$ cat src/rtl/irqmap_pkg.sv
package irqmap_pkg;
  localparam int NUM_SRC = 8;
  localparam int LEVEL_W = 16;
  localparam int CTRL_W  = 8;
  localparam int LID_W   = $clog2(LEVEL_W);

  // Fixed source-bit to processor-level table; level 0 means "no line".
  function automatic logic [LID_W-1:0] src_to_level(input logic [2:0] idx);
    case (idx)
      3'd0:    return LID_W'(0);
      3'd1:    return LID_W'(1);
      3'd2:    return LID_W'(4);
      3'd3:    return LID_W'(6);
      3'd4:    return LID_W'(8);
      3'd5:    return LID_W'(10);
      3'd6:    return LID_W'(0);
      default: return LID_W'(14);
    endcase
  endfunction
endpackage

$ cat src/rtl/irq_ctrl_reg.sv
module irq_ctrl_reg #(
  parameter int W      = 8,
  parameter int EN_BIT = 0
) (
  input  logic         clk,
  input  logic         rst,
  input  logic         wr_en,
  input  logic [W-1:0] wr_data,
  output logic [W-1:0] ctrl_q,
  output logic         enable
);
  logic armed_q;

  always_ff @(posedge clk) begin
    if (rst) begin
      ctrl_q  <= '0;
      armed_q <= 1'b0;
    end else begin
      armed_q <= 1'b1;
      if (wr_en) ctrl_q <= wr_data;
    end
  end

  assign enable = ctrl_q[EN_BIT];

  // a write is stored in full, otherwise the value holds
  p_ctrl_store_r2: assert property (@(posedge clk) disable iff (rst)
    armed_q && $past(wr_en) |-> ctrl_q == $past(wr_data));
  p_ctrl_hold_r2: assert property (@(posedge clk) disable iff (rst)
    armed_q && !$past(wr_en) |-> $stable(ctrl_q));
endmodule

$ cat src/rtl/irq_pending.sv
module irq_pending #(
  parameter int N = 8
) (
  input  logic         clk,
  input  logic         rst,
  input  logic [N-1:0] src_in,
  output logic [N-1:0] pend_q
);
  logic armed_q;

  always_ff @(posedge clk) begin
    if (rst) begin
      pend_q  <= '0;
      armed_q <= 1'b0;
    end else begin
      pend_q  <= src_in;
      armed_q <= 1'b1;
    end
  end

  // pending tracks the sources one cycle late, no latching
  p_follow_r3: assert property (@(posedge clk) disable iff (rst)
    armed_q |-> pend_q == $past(src_in));
endmodule

$ cat src/rtl/irq_level_xlate.sv
module irq_level_xlate
  import irqmap_pkg::*;
#(
  parameter int N  = NUM_SRC,
  parameter int LW = LEVEL_W
) (
  input  logic          clk,
  input  logic          rst,
  input  logic [N-1:0]  pend,
  input  logic          enable,
  output logic [LW-1:0] level_out
);
  logic [LW-1:0] level_nxt;
  logic          armed_q;

  for (genvar L = 0; L < LW; L++) begin : g_lvl
    if (L == 0) begin : g_none
      assign level_nxt[L] = 1'b0;
    end else begin : g_map
      always_comb begin
        level_nxt[L] = 1'b0;
        for (int i = 0; i < N; i++) begin
          if (pend[i] && (src_to_level(3'(i)) == LID_W'(L)))
            level_nxt[L] = 1'b1;
        end
        if (!enable) level_nxt[L] = 1'b0;
      end
    end
  end

  always_ff @(posedge clk) begin
    if (rst) begin
      level_out <= '0;
      armed_q   <= 1'b0;
    end else begin
      level_out <= level_nxt;
      armed_q   <= 1'b1;
    end
  end

  // a closed gate leaves every level low on the next cycle
  p_gate_r6: assert property (@(posedge clk) disable iff (rst)
    armed_q && !$past(enable) |-> level_out == '0);
  // level line 0 never rises
  p_level0_idle_r8: assert property (@(posedge clk) disable iff (rst)
    level_out[0] == 1'b0);
  // a single pending source drives at most one line
  p_single_r4: assert property (@(posedge clk) disable iff (rst)
    armed_q && $countones($past(pend)) == 1 |-> $countones(level_out) <= 1);
  // no level without something pending
  p_none_r5: assert property (@(posedge clk) disable iff (rst)
    armed_q && $past(pend) == '0 |-> level_out == '0);
endmodule

$ cat src/rtl/irq_level_mapper.sv
module irq_level_mapper
  import irqmap_pkg::*;
(
  input  logic               clk,
  input  logic               rst,
  input  logic               wr_en,
  input  logic [CTRL_W-1:0]  wr_data,
  output logic [CTRL_W-1:0]  rd_data,
  input  logic [NUM_SRC-1:0] src_in,
  output logic [LEVEL_W-1:0] level_out
);
  logic [NUM_SRC-1:0] pend;
  logic               enable;

  irq_ctrl_reg #(.W(CTRL_W), .EN_BIT(0)) u_ctrl (
    .clk(clk), .rst(rst), .wr_en(wr_en), .wr_data(wr_data),
    .ctrl_q(rd_data), .enable(enable)
  );

  irq_pending #(.N(NUM_SRC)) u_pend (
    .clk(clk), .rst(rst), .src_in(src_in), .pend_q(pend)
  );

  irq_level_xlate #(.N(NUM_SRC), .LW(LEVEL_W)) u_xlate (
    .clk(clk), .rst(rst), .pend(pend), .enable(enable), .level_out(level_out)
  );
endmodule

$ cat config.mk
export PLATFORM = sky130hd
export DESIGN_NAME = irq_level_mapper
export DESIGN_NICKNAME = d
export VERILOG_FILES = /design/src/rtl/irqmap_pkg.sv /design/src/rtl/irq_ctrl_reg.sv /design/src/rtl/irq_pending.sv /design/src/rtl/irq_level_xlate.sv /design/src/rtl/irq_level_mapper.sv
export SDC_FILE = /design/constraint.sdc
export NUM_CORES = 1
export LEC_CHECK = 0
export ABC_AREA = 1
export BUFFER_PORTS_ARGS = -buffer_cell sky130_fd_sc_hd__buf_2
export CORE_ASPECT_RATIO = 0.8
export CORE_MARGIN = 3
export CORE_UTILIZATION = 42
export CTS_BUF_LIST = sky130_fd_sc_hd__clkbuf_16
export DETAILED_ROUTE_END_ITERATION = 6
export PLACE_DENSITY = 0.8
export SLEW_MARGIN = 10
export SYNTH_ARGS = -nofsm -noshare
export SYNTH_HDL_FRONTEND = slang
export SYNTH_SLANG_ARGS = --single-unit
$ cat constraint.sdc
create_clock -name clk -period 1.2 [get_ports clk]
set_clock_uncertainty 0.2 [all_clocks]
set_input_delay 0.06 -clock clk [delete_from_list [all_inputs] [get_ports clk]]
set_output_delay 0.06 -clock clk [all_outputs]
set_load 0.1 [all_outputs]
Word-level counts from Yosys, hierarchy flattened
Cells that the tools add are included.

Register bits after elaboration: 32. Output and inout port bits: 24.

Multiplexer cells: 6. Bitwise logic cells: 1. Reductions and logical operators: 1.

Operators by type and width (number): 1-bit 2-to-1 mux (6); 2-bit OR reduction (1); 1-bit inverter (1).

Longest topological paths before layout
Depth after elaboration: 2. Depth in mapped cells: 5. Gate-level depth less buffers: 4.

Modules after synthesis
Synthesis repeated with hierarchy kept, for this count alone.

Cells, all modules: 108. Area, all modules: 834.6 sq um.

By module, submodules not included: irq_ctrl_reg (times used 1, cells each 52, area each 349.1 sq um, sequential area each 160.2 sq um); irq_level_xlate (times used 1, cells each 31, area each 254.0 sq um, sequential area each 120.1 sq um); irq_pending (times used 1, cells each 25, area each 231.5 sq um, sequential area each 160.2 sq um).

Worst setup path after synthesis
OpenSTA, ideal clock, no wires.

Path type: reg2reg. Start: reg, netlist name u_ctrl.ctrl_q[5]. End: reg u_ctrl.ctrl_q[5]. Arrival: 1.151 ns. Required time: 0.937 ns. Path slack: -0.214 ns. Stages on the path, launching flop included: 3. Path buffers: 0. Period minus slack after synthesis: 1.414 ns. Cell sequence: dfxtp_1 > nor2_1 > nor2_2.

RTL lines: end signal, assigned (line irq_ctrl_reg.sv:20) `if (wr_en) ctrl_q <= wr_data;`; end, declared (line irq_ctrl_reg.sv:9) `output logic [W-1:0] ctrl_q,`.

Final worst setup path
Start: reg u_ctrl.ctrl_q[0]. End: out rd_data[0].

RTL lines: end, declared (line irq_level_mapper.sv:8) `output logic [CTRL_W-1:0] rd_data,`.

No word-level cell between the ends.

==> metrics.txt <==
placement row count=13; CTS tree=done; data arrival time of the worst path=0.88 ns; buffers plus inverters on the worst setup path=1; initial antenna violation count=0; Setup WS post-layout=0.0574 ns; worst-skew pair later-pin latency=0.25 ns; FF+latch count, synth=20; min-delay src=wr_en; CP Data Required Time=0.94 ns; via count=703; DR vias/cell=4.21; DIE AREA=2480 sq um; global-route wire length before repair=3040 um; Synth Cell Area=805 sq um; cell chain of the critical path=buf_12; setup TNS=0 ns; FF-to-FF Start=u_ctrl.ctrl_q[0]; n_diodes=0; port bufs=30; Tcrit/Tclk final=95.2%; vias in the first global route=697; Top delay family on crit path=flip-flops; post-route ant nets=0; final hold violations=0; CP Capture Type=output pin; Avg WL per Cell=12.1 um; DR pass1 iterations=4; CTS root buffer=clkbuf_16; clk buf depth=2; maxcap violations=0; worst slack at placement=0.233 ns; Die Ht=45.1 um; Distinct cells, synth=12; worst hold slack=0.0299 ns; total chip power=1.94 mW; Core Region=1710 sq um; Max Slew Vio Count=0; warning count from the yosys run=0; TritonCTS Buffers=3; H-tree levels=1; Final Instance Count excl. Fillers=167; max incr delay on CP=0.43 ns; Post-Route WL=2020 um; CP Launch Type=flop; minimum clock period=1.14 ns; fin nets=165; share of cells above drive strength 1=36.6%; Critical Path Source=u_ctrl.ctrl_q[0]; DRC=0; Peak VDD IR=0.00184 V; Final setup viols=0; Initial DRC Count=19; Synth Area per Inst=8.05 sq um; PD cells=1430 nW/um^2; critical path peak fanout=3; critical path's slowest cell=dfxtp_2; CTS clk-pin slew, worst paths=0.06 ns; # clock sinks=20; global route overflow=0; area delta synth->final=68.6%; Syn Inst Count=100; Leakage=0.676 nW; Die Wd=54.9 um; dpl cells=148; critical path class=flop to output pin; status=finished clean; gpl congestion=0.746; RSZ-0062 raised after global routing=no; Hold Crit Class=input port to flop; postcts setup bufs=0; GRT Overall Usage=18.1%; HPWL Detailed=1310 um; register area share after synthesis=49.8%; IO Count=43; Fmax achieved=0.875 GHz; largest net degree at the start of global routing=17; Starting Density=47.1%
==> cell families (layout without fill, tap and decap cells) <==
| group | Yosys count | count (layout) | synth area share [%] |
|---|---|---|---|
| flops | 20 | 20 | 49.8 |
| buf+inv | 34 | 70 | 23.6 |
| simple gates | 45 | 45 | 26.1 |
| other cells | 1 | 10 | 0.466 |
==> power breakdown <==
group          internal, mW  switching, mW  leakage (nW)
clock                 0.443          0.230        0.0385
combinational         0.159          0.379         0.470
sequential            0.702         0.0301         0.167
==> synth_stat cells <==
cell | count | share of area (%)
buf_6 | 1 | 1.4
dfxtp_1 | 20 | 50
conb_1 | 1 | 0.47
inv_4 | 1 | 0.78
buf_8 | 1 | 1.9
nor2_1 | 20 | 9.3
nand2_1 | 14 | 6.5
nand2_2 | 2 | 1.6
buf_4 | 11 | 10
nor2_2 | 8 | 6.2
nand2_8 | 1 | 2.5
inv_1 | 20 | 9.3
==> final timing paths <==
path                            cells past startpoint              endpoint  slack (ns)
worst min-delay path                                3      u_ctrl.ctrl_q[3]        0.03
worst max register to register                      2      u_ctrl.ctrl_q[0]        0.30
worst min register to register                      2  u_xlate.level_out[4]        0.22
worst max-delay path                                1            rd_data[0]        0.06
==> through the flow <==
stage          util [%]  instance area [sq um]
2_1_floorplan         -                    847
3_3_place_gp       65.9                   1130
3_5_place_dp       65.9                   1130
4_1_cts            79.4                   1360
5_1_grt            79.4                   1360
6_report           79.4                   1360
==> registers in the layout, indices dropped and copies added (netlist names) <==
register and flops:
u_xlate.level_out 6, u_ctrl.ctrl_q 8, u_pend.pend_q 6
==> timing repair <==
item / 4_1_cts / 5_1_grt
hold endpoints to repair: 14 / 0
gates resized for setup: 1 / 0
endpoints found under the setup margin: 1 / 0
hold buffers: 15 / 0
==> routing by layer <==
metal  wire length, um  track usage (%)  share of wire (%)  vias to the layer above
li1                  -                -                  -                      348
met1               780             21.4                 39                      312
met2              1020             31.1                 51                       37
met3               158             5.28                7.8                        6
met4                54             6.31                2.7                        0
met5                 0                0                  0                        -
==> placed cells by master (no fill, tap or decap), drive strengths merged <==
cell type / Yosys / final
nor2: 28 / 28
clkinv: 0 / 1
buf: 13 / 30
dlygate4sd3: 0 / 15
conb: 1 / 10
dfxtp: 20 / 20
nand2: 17 / 17
inv: 21 / 21
clkbuf: 0 / 3
==> area by class of cell <==
cell class / count / area, sq um
clock inverter: 1 / 3.75
inverter: 21 / 81.3
sequential: 20 / 410
clock buffer: 3 / 75.1
timing repair buffer: 45 / 510
multi-input combinational: 55 / 248
tap: 22 / 27.5
fill: 96 / 352
(Power assumes the default switching activity.)
